### src/rtl/bufx_pkg.sv
package bufx_pkg;

  typedef enum logic [1:0] {
    SEL_SRC   = 2'd0,
    SEL_TGT   = 2'd1,
    SEL_WORDS = 2'd2,
    SEL_NONE  = 2'd3
  } cfg_field_e;

  function automatic int reg_w(input int n);
    return (n > 1) ? $clog2(n) : 1;
  endfunction

endpackage

### src/rtl/bufx_cfg.sv
module bufx_cfg
  import bufx_pkg::*;
#(
  parameter int AW = 16,
  parameter int CW = 12
) (
  input  logic          clk,
  input  logic          rst_n,
  input  logic          cfg_we,
  input  logic [1:0]    cfg_sel,
  input  logic [AW-1:0] cfg_wdata,
  input  logic          cmd_start,
  output logic          active,
  output logic [AW-1:0] src_addr,
  output logic [AW-1:0] tgt_addr,
  output logic [CW-1:0] words
);

  logic          active_q, active_d;
  logic [AW-1:0] src_q, src_d, tgt_q, tgt_d;
  logic [CW-1:0] words_q, words_d;
  logic          wr_en;
  cfg_field_e    field;

  assign field = cfg_field_e'(cfg_sel);
  assign wr_en = cfg_we && !active_q;

  always_comb begin
    active_d = active_q | cmd_start;
    src_d    = src_q;
    tgt_d    = tgt_q;
    words_d  = words_q;
    if (wr_en) begin
      case (field)
        SEL_SRC:   src_d   = cfg_wdata;
        SEL_TGT:   tgt_d   = cfg_wdata;
        SEL_WORDS: words_d = cfg_wdata[CW-1:0];
        default:   ;
      endcase
    end
  end

  always_ff @(posedge clk or negedge rst_n) begin
    if (!rst_n) begin
      active_q <= 1'b0;
      src_q    <= '0;
      tgt_q    <= '0;
      words_q  <= '0;
    end else begin
      active_q <= active_d;
      src_q    <= src_d;
      tgt_q    <= tgt_d;
      words_q  <= words_d;
    end
  end

  assign active   = active_q;
  assign src_addr = src_q;
  assign tgt_addr = tgt_q;
  assign words    = words_q;


  cfg_lock_chk: assert property (@(posedge clk) disable iff (!rst_n)
    (active_q && cfg_we) |=> ($stable(src_q) && $stable(tgt_q) && $stable(words_q)));

endmodule

### src/rtl/bufx_in_side.sv
module bufx_in_side #(
  parameter int NREG = 3,
  localparam int RW = bufx_pkg::reg_w(NREG)
) (
  input  logic          clk,
  input  logic          rst_n,
  input  logic          active,
  input  logic          up_empty_ntf,
  input  logic          core_rd_done,
  output logic          up_fill_req,
  output logic [RW-1:0] up_fill_region,
  output logic          proto_err,
  output logic          in_avail,
  output logic [RW-1:0] rd_region
);

  function automatic logic [RW-1:0] nxt(input logic [RW-1:0] p);
    return (p == RW'(NREG-1)) ? '0 : p + 1'b1;
  endfunction

  logic [NREG-1:0] full_q, full_d;
  logic [RW-1:0]   fptr_q, fptr_d, rptr_q, rptr_d, rreg_q, rreg_d;
  logic            pend_q, pend_d, req_q, req_d, err_q, err_d;

  always_comb begin
    full_d = full_q;
    fptr_d = fptr_q;
    rptr_d = rptr_q;
    rreg_d = rreg_q;
    pend_d = pend_q;
    req_d  = 1'b0;
    err_d  = 1'b0;
    if (up_empty_ntf) begin
      if (pend_q) begin
        full_d[fptr_q] = 1'b1;
        fptr_d         = nxt(fptr_q);
        pend_d         = 1'b0;
      end else begin
        err_d = 1'b1;
      end
    end
    if (core_rd_done && full_q[rptr_q]) begin
      full_d[rptr_q] = 1'b0;
      rptr_d         = nxt(rptr_q);
    end
    if (active && !pend_q && !full_q[fptr_q]) begin
      req_d  = 1'b1;
      pend_d = 1'b1;
      rreg_d = fptr_q;
    end
  end

  always_ff @(posedge clk or negedge rst_n) begin
    if (!rst_n) begin
      full_q <= '0;
      fptr_q <= '0;
      rptr_q <= '0;
      rreg_q <= '0;
      pend_q <= 1'b0;
      req_q  <= 1'b0;
      err_q  <= 1'b0;
    end else begin
      full_q <= full_d;
      fptr_q <= fptr_d;
      rptr_q <= rptr_d;
      rreg_q <= rreg_d;
      pend_q <= pend_d;
      req_q  <= req_d;
      err_q  <= err_d;
    end
  end

  assign up_fill_req    = req_q;
  assign up_fill_region = rreg_q;
  assign proto_err      = err_q;
  assign in_avail       = full_q[rptr_q];
  assign rd_region      = rptr_q;


  fill_free_chk: assert property (@(posedge clk) disable iff (!rst_n)
    up_fill_req |-> !full_q[up_fill_region]);

endmodule

### src/rtl/bufx_core_seq.sv
module bufx_core_seq #(
  parameter int NREG = 3,
  localparam int RW = bufx_pkg::reg_w(NREG)
) (
  input  logic          clk,
  input  logic          rst_n,
  input  logic          active,
  input  logic          in_avail,
  input  logic [RW-1:0] rd_region,
  input  logic          out_free,
  input  logic          core_wr_done,
  output logic          core_start,
  output logic [RW-1:0] core_in_region,
  output logic          core_can_write
);

  logic          busy_q, busy_d, start_q, start_d;
  logic [RW-1:0] reg_q, reg_d;

  always_comb begin
    busy_d  = busy_q;
    start_d = 1'b0;
    reg_d   = reg_q;
    if (busy_q && core_wr_done) begin
      busy_d = 1'b0;
    end else if (active && !busy_q && in_avail) begin
      busy_d  = 1'b1;
      start_d = 1'b1;
      reg_d   = rd_region;
    end
  end

  always_ff @(posedge clk or negedge rst_n) begin
    if (!rst_n) begin
      busy_q  <= 1'b0;
      start_q <= 1'b0;
      reg_q   <= '0;
    end else begin
      busy_q  <= busy_d;
      start_q <= start_d;
      reg_q   <= reg_d;
    end
  end

  assign core_start     = start_q;
  assign core_in_region = reg_q;
  assign core_can_write = busy_q && out_free;


  start_ready_chk: assert property (@(posedge clk) disable iff (!rst_n)
    core_start |-> $past(in_avail));

endmodule

### src/rtl/bufx_out_side.sv
module bufx_out_side #(
  parameter int NREG = 3,
  localparam int RW  = bufx_pkg::reg_w(NREG),
  localparam int CRW = $clog2(NREG + 1)
) (
  input  logic          clk,
  input  logic          rst_n,
  input  logic          core_wr_done,
  input  logic          dn_fill_req,
  input  logic          xfer_done,
  output logic          out_free,
  output logic [RW-1:0] wr_region,
  output logic          xfer_go,
  output logic [RW-1:0] xfer_region,
  output logic          dn_empty_ntf,
  output logic [RW-1:0] dn_empty_region
);

  function automatic logic [RW-1:0] nxt(input logic [RW-1:0] p);
    return (p == RW'(NREG-1)) ? '0 : p + 1'b1;
  endfunction

  logic [NREG-1:0] full_q, full_d;
  logic [RW-1:0]   wptr_q, wptr_d, sptr_q, sptr_d;
  logic [RW-1:0]   greg_q, greg_d, nreg_q, nreg_d;
  logic [CRW-1:0]  cred_q, cred_d;
  logic            send_q, send_d, go_q, go_d, ntf_q, ntf_d;
  logic            inc, dec;

  always_comb begin
    full_d = full_q;
    wptr_d = wptr_q;
    sptr_d = sptr_q;
    greg_d = greg_q;
    nreg_d = nreg_q;
    send_d = send_q;
    go_d   = 1'b0;
    ntf_d  = 1'b0;
    dec    = 1'b0;
    inc    = dn_fill_req && (cred_q != CRW'(NREG));
    if (core_wr_done && !full_q[wptr_q]) begin
      full_d[wptr_q] = 1'b1;
      wptr_d         = nxt(wptr_q);
    end
    if (!send_q && full_q[sptr_q] && (cred_q != '0)) begin
      go_d   = 1'b1;
      greg_d = sptr_q;
      send_d = 1'b1;
      dec    = 1'b1;
    end
    if (send_q && xfer_done) begin
      full_d[sptr_q] = 1'b0;
      sptr_d         = nxt(sptr_q);
      send_d         = 1'b0;
      ntf_d          = 1'b1;
      nreg_d         = sptr_q;
    end
    case ({inc, dec})
      2'b10:   cred_d = cred_q + 1'b1;
      2'b01:   cred_d = cred_q - 1'b1;
      default: cred_d = cred_q;
    endcase
  end

  always_ff @(posedge clk or negedge rst_n) begin
    if (!rst_n) begin
      full_q <= '0;
      wptr_q <= '0;
      sptr_q <= '0;
      greg_q <= '0;
      nreg_q <= '0;
      cred_q <= '0;
      send_q <= 1'b0;
      go_q   <= 1'b0;
      ntf_q  <= 1'b0;
    end else begin
      full_q <= full_d;
      wptr_q <= wptr_d;
      sptr_q <= sptr_d;
      greg_q <= greg_d;
      nreg_q <= nreg_d;
      cred_q <= cred_d;
      send_q <= send_d;
      go_q   <= go_d;
      ntf_q  <= ntf_d;
    end
  end

  assign out_free        = !full_q[wptr_q];
  assign wr_region       = wptr_q;
  assign xfer_go         = go_q;
  assign xfer_region     = greg_q;
  assign dn_empty_ntf    = ntf_q;
  assign dn_empty_region = nreg_q;


  credit_chk: assert property (@(posedge clk) disable iff (!rst_n)
    xfer_go |-> ($past(cred_q) != '0));


  ntf_order_chk: assert property (@(posedge clk) disable iff (!rst_n)
    dn_empty_ntf |-> $past(xfer_done));

endmodule

### src/rtl/bufx_ctrl.sv
module bufx_ctrl #(
  parameter int AW   = 16,
  parameter int CW   = 12,
  parameter int NREG = 3,
  localparam int RW  = bufx_pkg::reg_w(NREG)
) (
  input  logic          clk,
  input  logic          rst_n,
  input  logic          cfg_we,
  input  logic [1:0]    cfg_sel,
  input  logic [AW-1:0] cfg_wdata,
  input  logic          cmd_start,
  output logic          up_fill_req,
  output logic [AW-1:0] up_fill_addr,
  output logic [RW-1:0] up_fill_region,
  input  logic          up_empty_ntf,
  output logic          proto_err,
  output logic          core_start,
  output logic [CW-1:0] core_words,
  output logic [RW-1:0] core_in_region,
  input  logic          core_rd_done,
  output logic          core_can_write,
  output logic [RW-1:0] core_out_region,
  input  logic          core_wr_done,
  input  logic          dn_fill_req,
  output logic          xfer_go,
  output logic [RW-1:0] xfer_region,
  output logic [AW-1:0] xfer_addr,
  input  logic          xfer_done,
  output logic          dn_empty_ntf,
  output logic [RW-1:0] dn_empty_region
);

  logic [1:0]    rsync_q;
  logic          rst_s_n;
  logic          active, in_avail, out_free;
  logic [RW-1:0] rd_region;
  logic [AW-1:0] src_addr, tgt_addr;

  always_ff @(posedge clk or negedge rst_n) begin
    if (!rst_n) rsync_q <= 2'b00;
    else        rsync_q <= {rsync_q[0], 1'b1};
  end
  assign rst_s_n = rsync_q[1];

  bufx_cfg #(.AW(AW), .CW(CW)) u_cfg (
    .clk(clk), .rst_n(rst_s_n), .cfg_we(cfg_we), .cfg_sel(cfg_sel),
    .cfg_wdata(cfg_wdata), .cmd_start(cmd_start), .active(active),
    .src_addr(src_addr), .tgt_addr(tgt_addr), .words(core_words)
  );

  bufx_in_side #(.NREG(NREG)) u_in (
    .clk(clk), .rst_n(rst_s_n), .active(active), .up_empty_ntf(up_empty_ntf),
    .core_rd_done(core_rd_done), .up_fill_req(up_fill_req),
    .up_fill_region(up_fill_region), .proto_err(proto_err),
    .in_avail(in_avail), .rd_region(rd_region)
  );

  bufx_core_seq #(.NREG(NREG)) u_seq (
    .clk(clk), .rst_n(rst_s_n), .active(active), .in_avail(in_avail),
    .rd_region(rd_region), .out_free(out_free), .core_wr_done(core_wr_done),
    .core_start(core_start), .core_in_region(core_in_region),
    .core_can_write(core_can_write)
  );

  bufx_out_side #(.NREG(NREG)) u_out (
    .clk(clk), .rst_n(rst_s_n), .core_wr_done(core_wr_done),
    .dn_fill_req(dn_fill_req), .xfer_done(xfer_done), .out_free(out_free),
    .wr_region(core_out_region), .xfer_go(xfer_go), .xfer_region(xfer_region),
    .dn_empty_ntf(dn_empty_ntf), .dn_empty_region(dn_empty_region)
  );

  assign up_fill_addr = src_addr;
  assign xfer_addr    = tgt_addr;

endmodule

### config.mk
export PLATFORM = sky130hd
export DESIGN_NAME = bufx_ctrl
export DESIGN_NICKNAME = d
export VERILOG_FILES = /design/src/rtl/bufx_pkg.sv /design/src/rtl/bufx_cfg.sv /design/src/rtl/bufx_in_side.sv /design/src/rtl/bufx_core_seq.sv /design/src/rtl/bufx_out_side.sv /design/src/rtl/bufx_ctrl.sv
export SDC_FILE = /design/constraint.sdc
export NUM_CORES = 1
export LEC_CHECK = 0
export BUFFER_PORTS_ARGS = -buffer_cell sky130_fd_sc_hd__buf_2
export CORE_MARGIN = 2
export CORE_UTILIZATION = 45
export CTS_BUF_LIST = sky130_fd_sc_hd__clkbuf_8
export DETAILED_ROUTE_END_ITERATION = 8
export PLACE_DENSITY = 0.7
export SLEW_MARGIN = 5
export SYNTH_ARGS = -nofsm -noshare
export SYNTH_HDL_FRONTEND = slang
export SYNTH_SLANG_ARGS = --single-unit
export TNS_END_PERCENT = 50
### constraint.sdc
create_clock -name clk -period 3.1 [get_ports clk]
set_clock_uncertainty 0.1 [all_clocks]
set_input_delay 0.31 -clock clk [delete_from_list [all_inputs] [get_ports clk]]
set_output_delay 0.31 -clock clk [all_outputs]
set_load 0.01 [all_outputs]
[Yosys cells after proc, flatten, opt, wreduce, memory -nomap -nowiden]
Index checks and enable logic that the tools add are counted.
Word-level totals
  register bits: 79
  logic and storage cells: 128
Cells by class
  add/subtract/negate cells: 6
  $lt $le $gt $ge: 8
  eq/ne operators: 9
  muxes and demuxes: 39
  bitwise operators: 8
  reduce and logical (&&, ||, !) cells: 34
Operators with widths (number)
  $mux 1: 21
  $logic_and 1x1->1: 17
  $mux 3: 5
  $eq 2x2->1 const B: 6
  $lt 2x3->1 const B: 4
  $add 2x1->2 const B: 5
  $reduce_and 2->1: 5
  $reduce_bool 2->1: 5
  $bmux 1 s2: 4
  $demux 1 s2: 4
  $ge 2x1->1 const B: 4
  $mux 2: 4
  $and 3x3->3: 2
  $logic_not 1->1: 6
  $not 3->3: 2
  $or 3x3->3: 2
  $eq 2x1->1 const B: 2
  $pmux 2 s2: 1
  $logic_not 2->1: 1
  $ne 2x2->1 const B: 1
  $sub 2x1->2 const B: 1
  $not 1->1: 1
  $or 1x1->1: 1

[Depth between registers and ports, before layout]
Gate-level depths: netlist of run 1.
  depth after elaboration: 9
  mapped depth: 8
  gate-level depth less buffers: 8

[Hierarchy]
A second synthesis of run 1 with hierarchy kept.
Unflattened totals
  cell total of the unflattened synthesis: 226
  area total of the unflattened synthesis: 3193.1 µm²
By module, submodules not included
  bufx_cfg: instances 1, cells each 97, area each 1719.1 µm², seq. area each 1126.1 µm²
  bufx_out_side: instances 1, cells each 63, area each 700.7 µm², seq. area each 400.4 µm²
  bufx_in_side: instances 1, cells each 52, area each 549.3 µm², seq. area each 300.3 µm²
  bufx_core_seq: instances 1, cells each 11, area each 170.2 µm², seq. area each 100.1 µm²
  bufx_ctrl: instances 1, cells each 3, area each 53.8 µm², seq. area each 50.0 µm²

[Least setup slack after synthesis of run 1]
No wires, ideal clock.
  kind: register to register
  start point: register u_out.sptr_q[1]
  end point: register u_out.cred_q[1]
  library setup time: 0.079 ns
  arrival time: 1.602 ns
  path slack: 1.319 ns
  cell stages (with the launch flop): 7
  path buffers: 0
  clock period less this slack: 1.781 ns
  path through: dfrtp_1 -> mux2_2 -> o21ai_1 -> inv_1 -> ha_1 -> nor2_1 -> xor2_1
Between the ends
  cells in the longest elaborated chain, start to end: 7
RTL lines
  start: declaration: RTL line bufx_out_side.sv:24  | logic [RW-1:0] wptr_q, wptr_d, sptr_q, sptr_d;
  start signal: assignment: RTL line bufx_out_side.sv:79  | sptr_q <= sptr_d;
  $bmux 1 s2 (*): RTL line bufx_out_side.sv:45  | if (!send_q && full_q[sptr_q] && (cred_q != '0)) begin
  $mux 1 (implied by the code) (*): RTL line bufx_out_side.sv:45
  $logic_and 1x1->1 (*) (2 in a row): RTL line bufx_out_side.sv:45
  $mux 1 (*): RTL line bufx_out_side.sv:45
  named net u_out.dec: RTL line bufx_out_side.sv:28  | logic inc, dec;
  $eq 2x1->1 or $eq 2x2->1 (tied branches): RTL line bufx_out_side.sv:58  | case ({inc, dec})
  $pmux 2 s2 or $reduce_bool 2->1 (tied branches)
  end signal: assignment: RTL line bufx_out_side.sv:82  | cred_q <= cred_d;
  end: declaration: RTL line bufx_out_side.sv:26  | logic [CRW-1:0] cred_q, cred_d;
The timed path passes the listed nets; every way through them passes the cells marked *. The select of a mux whose other input is x is not followed.
A chain may end at the register's enable or synchronous reset.

[Final worst setup path of run 1]
  start point: register u_cfg.active_q, in the netlist u_cfg.active
  end point: register u_cfg.tgt_q[9], in the netlist u_cfg.tgt_addr[9]
Between the ends
  cells in the longest elaborated chain, start to end: 3
RTL lines
  start: declaration: RTL line bufx_cfg.sv:19  | logic active_q, active_d;
  start signal: assignment: RTL line bufx_cfg.sv:50  | active_q <= active_d;
  $logic_not 1->1: RTL line bufx_cfg.sv:26  | assign wr_en = cfg_we && !active_q;
  $logic_and 1x1->1: RTL line bufx_cfg.sv:26
  $reduce_and 2->1 (no source line)
  end signal: assignment: RTL line bufx_cfg.sv:52  | tgt_q <= tgt_d;
  end: declaration: RTL line bufx_cfg.sv:20  | logic [AW-1:0] src_q, src_d, tgt_q, tgt_d;
Every way passes these cells.

==> insert_results.sql, run 1 <==
INSERT INTO impl_metrics (metric_group, metric, value, unit) VALUES
('logic_synthesis', 'synth-edff-count', '0', ''),
('power_and_ir_drop', 'p_switching', '0.973', 'mW'),
('logic_synthesis', 'library_cell_with_the_highest_instance_count_after_synthesis', 'dfrtp_1', ''),
('power_and_ir_drop', 'p_leak', '2.03', 'nW'),
('sta', 'worst_margin_slew', '0.976', 'ns'),
('worst_setup_path', 'critPathTopFamily', 'simple AND/OR/NAND/NOR gates', ''),
('cells_and_area', 'stdcell_area', '0.00382', 'mm2'),
('clocking', 'cts_buffers', '9', ''),
('floorplanning', 'fp.dieW', '87.3', 'um'),
('hold_path', 'min_path_type', 'in2reg', ''),
('sta', 'max-slew-margin-rel', '0.350', ''),
('worst_setup_path', 'timing.critical_path.buf_inv', '0', ''),
('power_and_ir_drop', 'sw_frac_of_total', '0.324', ''),
('power_and_ir_drop', 'seqPwrFrac', '0.495', ''),
('logic_synthesis', 'synthDistinctLibCells', '37', ''),
('logic_synthesis', 'avg_cell_area_syn', '14.1', 'um2'),
('clocking', 'post_cts.resized_instances', '0', ''),
('logic_synthesis', 'yosys-top-cells-area', 'dfrtp_1 (63%), mux2_2 (17%), nor2_1 (1.7%)', ''),
('worst_setup_path', 'timing.setup.critical_path_class', 'reg2reg', ''),
('power_and_ir_drop', 'ir_drop', '441', 'uV'),
('logic_synthesis', 'netlist_instances', '222', ''),
('floorplanning', 'die_area', '0.00762', 'mm2'),
('global_routing', 'initial_antenna_violation_count', '0', ''),
('clocking', 'tritoncts_num_sinks', '79', ''),
('power_and_ir_drop', 'internal_power', '2.03', 'mW'),
('sta', 'maxSlewViolCount', '0', ''),
('logic_synthesis', 'synth.cell_area', '0.00312', 'mm2'),
('detailed_routing', 'drc', '0', ''),
('clocking', 'htree_num_levels', '3', ''),
('worst_setup_path', 'critPathMaxStageDelay', '0.81', 'ns'),
('detailed_routing', 'wirelength', '5760', 'um'),
('clocking', 'cts.reportedPaths.clkPinSlew', '0.08', 'ns'),
('cells_and_area', 'layout-area-overhead-vs-synth', '22.4', '%'),
('logic_synthesis', 'synth_flop_cell', 'dfrtp_1', ''),
('global_routing', 'globalRouteTotalUtil', '0.159', ''),
('worst_setup_path', 'critPathLaunchType', 'register', ''),
('power_and_ir_drop', 'design_power_total', '3.00', 'mW'),
('power_and_ir_drop', 'power.density_cell_area', '786', 'mW/mm2'),
('place', 'gp_congestion', '0.788', ''),
('sta', 'tns', '0', 'ns'),
('power_and_ir_drop', 'clock_power_share', '0.249', ''),
('worst_setup_path', 'worstPathRequired', '3.22', 'ns'),
('global_routing', 'maximum_number_of_pins_on_one_net_before_global_route_repair', '78', ''),
('clocking', 'cts_setup_buffers', '0', ''),
('worst_setup_path', 'endpoint_kind', 'register', ''),
('cells_and_area', 'drive_gt1_frac', '0.498', ''),
('logic_synthesis', 'synth_async_sr_flop_share', '1.00', ''),
('sta', 'finalCriticalPeriod', '1.93', 'ns'),
('worst_setup_path', 'cp_cell_sequence', 'and4bb_1, mux2_2', ''),
('global_routing', 'grt-ovfl-total', '0', ''),
('detailed_routing', 'total_via_count_in_the_routed_design', '2028', ''),
('logic_synthesis', 'synth_largest_area_cell', 'dfrtp_1', ''),
('status', 'outcome', 'complete, no violations', ''),
('global_routing', 'vias_in_the_first_global_route', '1966', ''),
('clocking', 'hold_buffers', '1', ''),
('logic_synthesis', 'ys_seq_elements', '79', ''),
('floorplanning', 'die-height', '87.3', 'um'),
('worst_setup_path', 'worst_ep_arrival_time', '2.05', 'ns'),
('logic_synthesis', 'synth.net_count', '250', ''),
('logic_synthesis', 'most_instantiated_cells_after_synthesis', 'dfrtp_1 (79), mux2_2 (48), nor2_1 (14)', ''),
('floorplanning', 'initial_core_util', '0.462', ''),
('clocking', 'cts.path.max_buffers', '2', ''),
('place', 'portBuffers', '86', ''),
('power_and_ir_drop', 'p_comb_frac', '0.256', ''),
('sta', 'final_critical_path_setup_slack', '1.17', 'ns'),
('cells_and_area', 'fin_nets', '344', ''),
('detailed_routing', 'route.detailed.vias_per_inst', '5.06', ''),
('place', 'dpl-instance-area', '0.00361', 'mm2'),
('clocking', 'clock_insertion_delay_worst_skew', '0.34', 'ns'),
('detailed_routing', 'drt_first_pass_iters', '4', ''),
('floorplanning', 'rows', '30', '');
-- kinds of logic (layout without fill, tap and decap cells) --
group	Yosys count	in the layout	share of synthesized area
mux	52	52	0.188
buf+inv	17	116	0.0305
xor+xnor	3	3	0.00842
flops	79	79	0.633
other cells	1	1	0.00120
simple gates	39	39	0.0713
fa+ha+maj	1	1	0.00401
compound gates	30	30	0.0637
-- worst reg2reg max path: cells and delay by family (launching register included) --
kind	cells	cell delay (ns)
AND/OR/NAND/NOR	1	0.82
multiplexers	1	0.42
flip-flops	1	0.48
-- cell usage in the layout, fill, tap and decap left out, types with 2 or more instances in the layout --
master and instances:
o41ai_1 2, nand2_1 11, clkinv_2 2, nor2_1 14, o21ai_0 6, nor2b_1 2, clkbuf_8 9, mux2_2 48
nor3_1 3, a31oi_1 5, buf_2 86, a21o_1 3, clkinvlp_4 2, a211oi_1 2, mux2i_1 3, dfrtp_1 78
a21oi_1 5, inv_1 12, xnor2_1 2
-- power groups by stage --
stage | Sequential, mW | Clock, mW | Combinational [mW]
finish | 1.49 | 0.747 | 0.769
global route | 1.53 | 0.821 | 0.879
CTS | 1.49 | 0.776 | 0.783
detailed placement | 1.51 | 0 | 0.779
global placement | 1.50 | 0 | 0.758
floorplan | 1.51 | 0 | 0.516
-- cell type report --
class                      count  area (um2)
clock buffer                   9         124
clock inverter                 7        72.6
fill                         609        2940
inverter                      12        45.0
multi-input combinational    126        1050
sequential                    79        1980
tap                           80         100
timing repair buffer          88         448
-- worst paths after layout --
check	from	endpoint	slack [ns]	cells past startpoint
hold reg to reg	rsync_q[0]	rsync_q[1]	0.26	0
max in group asynchronous	rsync_q[1]	u_cfg.src_addr[2]	1.87	0
min in group asynchronous	rst_n	rsync_q[1]	0.18	2
setup reg to reg	u_cfg.active	u_cfg.tgt_addr[9]	1.17	2
hold / removal	cmd_start	u_cfg.active	0.07	2
setup / recovery	u_cfg.active	u_cfg.tgt_addr[9]	1.17	2
-- routing by layer --
layer | part of all wire | up-vias | GRT usage
li1 | - | 971 | -
met1 | 0.49 | 978 | 0.215
met2 | 0.44 | 72 | 0.240
met3 | 0.055 | 7 | 0.0408
met4 | 0.013 | 0 | 0.0713
met5 | 0 | - | 0
-- registers in the layout (all words and copies together), names as in the netlist, 3 cells and up --
| signal | count |
|---|---|
| u_out.full_q | 3 |
| u_cfg.src_addr | 16 |
| u_cfg.words | 12 |
| u_cfg.tgt_addr | 16 |
| u_in.full_q | 3 |
-- stage by stage --
stage | instances | util
finish | 401 | 0.565
global route | 401 | 0.565
CTS | 401 | 0.565
detailed placement | 384 | 0.535
global placement | 384 | 0.535
floorplan | 222 | -
Power figures use the tool's default switching activity.
==> run 2, diff against run 1 <==
--- a/config.mk
+++ b/config.mk
@@ -10,7 +10,7 @@
 export CORE_UTILIZATION = 45
 export CTS_BUF_LIST = sky130_fd_sc_hd__clkbuf_8
 export DETAILED_ROUTE_END_ITERATION = 8
-export PLACE_DENSITY = 0.7
+export PLACE_DENSITY = 0.73
 export SLEW_MARGIN = 5
 export SYNTH_ARGS = -nofsm -noshare
 export SYNTH_HDL_FRONTEND = slang
==> constraint.sdc (replaced) <==
create_clock -name clk -period 1.75 [get_ports clk]
set_clock_uncertainty 0.1 [all_clocks]
set_input_delay 0.175 -clock clk [delete_from_list [all_inputs] [get_ports clk]]
set_output_delay 0.175 -clock clk [all_outputs]
set_load 0.01 [all_outputs]
==> insert_results.sql, run 2 (same netlist as run 1, synthesis figures left out) <==
INSERT INTO impl_metrics (metric_group, metric, value, unit) VALUES
('status', 'outcome', 'complete, no violations', ''),
('place', 'post-dp-hpwl', '4200', 'um'),
('worst_setup_path', 'worstPathRequired', '1.47', 'ns'),
('worst_setup_path', 'worst-r2r-cell-count', '7', ''),
('floorplanning', 'design.core.area', '0.00676', 'mm2'),
('cells_and_area', 'layout.cells.most_common_list', 'buf_2 (86), dfrtp_1 (77), mux2_2 (48)', ''),
('place', 'portBuffers', '86', ''),
('clocking', 'cts.reportedPaths.clkPinSlew', '0.07', 'ns'),
('power_and_ir_drop', 'ir_drop', '873', 'uV'),
('job', 'max_cap_violations', '0', ''),
('cells_and_area', 'layout-area-overhead-vs-synth', '34.5', '%'),
('cells_and_area', 'layout.cells.most_common', 'buf_2', ''),
('detailed_routing', 'post_route_ant_nets', '0', ''),
('floorplanning', 'die_area', '0.00762', 'mm2'),
('place', 'dpl-instance-area', '0.00376', 'mm2'),
('global_routing', 'globalRouteTotalUtil', '0.169', ''),
('global_routing', 'vias_in_the_first_global_route', '2256', ''),
('global_routing', 'initial_antenna_violation_count', '0', ''),
('sta', 'final.hold.worst_slack', '0.0417', 'ns'),
('detailed_routing', 'drc', '0', ''),
('sta', 'setup_violations', '0', ''),
('worst_setup_path', 'timing.critical_path.to', 'core_can_write', ''),
('floorplanning', 'fp.dieW', '87.3', 'um'),
('detailed_routing', 'drt_first_pass_iters', '4', ''),
('cells_and_area', 'n_fill_cell', '556', ''),
('cells_and_area', 'fin_nets', '378', ''),
('worst_setup_path', 'worst_r2r_startpoint', 'u_out.sptr_q[1]', ''),
('sta', 'peak_clock_frequency_supported_by_timing', '600', 'MHz'),
('cells_and_area', 'insertedDiodeCount', '0', ''),
('sta', 'post-route-period-util', '0.952', ''),
('sta', 'finalCriticalPeriod', '1.67', 'ns'),
('clocking', 'cts_root_buf', 'clkbuf_8', ''),
('detailed_routing', 'iteration_0_drc_markers', '94', ''),
('cells_and_area', 'register_area', '0.00198', 'mm2'),
('detailed_routing', 'wirelength', '6220', 'um'),
('clocking', 'clock_insertion_delay_worst_skew', '0.33', 'ns'),
('global_routing', 'grt-ovfl-total', '0', ''),
('worst_setup_path', 'ff2ff_setup_slack', '0.10', 'ns'),
('worst_setup_path', 'critical_register_to_register_path_endpoint', 'u_out.cred_q[1]', ''),
('sta', 'hold_violations', '0', ''),
('power_and_ir_drop', 'power.density_cell_area', '1350', 'mW/mm2'),
('sta', 'final_critical_path_setup_slack', '0.0839', 'ns'),
('cells_and_area', 'multi_input_area', '0.00108', 'mm2'),
('global_routing', 'maximum_number_of_pins_on_one_net_before_global_route_repair', '34', ''),
('clocking', 'tritoncts_num_sinks', '79', ''),
('detailed_routing', 'route.detailed.vias_per_inst', '5.00', ''),
('cells_and_area', 'drive_gt1_frac', '0.504', ''),
('clocking', 'cts_buffers', '9', ''),
('worst_setup_path', 'worst_ep_arrival_time', '1.39', 'ns'),
('place', 'pre_cts_worst_setup_slack', '-0.00942', 'ns'),
('floorplanning', 'initial_core_util', '0.462', ''),
('detailed_routing', 'total_via_count_in_the_routed_design', '2177', ''),
('sta', 'maxSlewViolCount', '0', ''),
('worst_setup_path', 'worstSetupStartpoint', 'u_out.full_q[1]', ''),
('place', 'gp_congestion', '0.819', ''),
('worst_setup_path', 'critPathLaunchType', 'register', ''),
('hold_path', 'min_path_type', 'in2async', ''),
('clocking', 'tritoncts_clock_tree', 'done', ''),
('power_and_ir_drop', 'p_leak', '2.21', 'nW'),
('worst_setup_path', 'crit_path_max_fanout', '4', ''),
('detailed_routing', 'average_wire_per_standard_cell', '14.3', 'um'),
('clocking', 'cts.path.max_buffers', '2', ''),
('cells_and_area', 'stdcell_area', '0.00420', 'mm2'),
('sta', 'tns', '0', 'ns'),
('floorplanning', 'rows', '30', ''),
('worst_setup_path', 'timing.setup.critical_path_class', 'reg2out', ''),
('floorplanning', 'top_level_ports', '87', ''),
('worst_setup_path', 'endpoint_kind', 'output pin', ''),
('global_routing', 'grt_pass1_wl', '9860', 'um'),
('clocking', 'htree_num_levels', '3', ''),
('floorplanning', 'die-height', '87.3', 'um');
run 2: cell type report:
type                            count  share of cell area
Clock buffer                       10              0.0328
Clock inverter                      6              0.0125
Inverter                           12              0.0107
Multi-Input combinational cell    126               0.257
Sequential cell                    79               0.472
Tap cell                           80              0.0238
Timing Repair Buffer              122               0.191
run 2: worst min path at each step:
stage,startpoint,to,cells past startpoint
2_1_floorplan,rst_n,rsync_q[0],0
3_3_place_gp,rst_n,rsync_q[0],1
3_5_place_dp,rst_n,rsync_q[0],1
4_1_cts,rst_n,rsync_q[1],2
5_1_grt,rst_n,rsync_q[1],2
6_report,rst_n,rsync_q[1],2
run 2: stage by stage:
stage / util / std cells / total power, mW
after detailed placement: 0.557 / 397 / 4.25
after floorplan: - / 222 / 3.59
after CTS: 0.617 / 434 / 5.61
after global placement: 0.557 / 397 / 4.18
after global routing: 0.621 / 435 / 6.07
final: 0.621 / 435 / 5.66
run 2: repair_timing:
action,4_1_cts,5_1_grt
buffers inserted,0,1
resized for setup,2,5
endpoints found under the hold margin,50,0
setup endpoints to repair,2,2
pin swaps,0,2
hold buffers,21,0
run 2: routing by layer:
metal / up-vias / share of wire / track usage
met1: 1066 / 0.42 / 0.193
met5: - / 0 / 0
met3: 15 / 0.045 / 0.0351
li1: 1028 / - / -
met4: 0 / 0.022 / 0.0965
met2: 68 / 0.51 / 0.293
run 2: worst max-delay path: stages (launching register included):
cell and delay, ns:
dfrtp_1 0.39, buf_4 0.15, mux2i_1 0.14, nor2_1 0.07, a211oi_2 0.15, buf_2 0.16
run 2: where the power goes:
part / switching, mW / internal, mW
Clock: 0.605 / 0.680
Combinational: 0.854 / 0.946
Sequential: 0.331 / 2.24
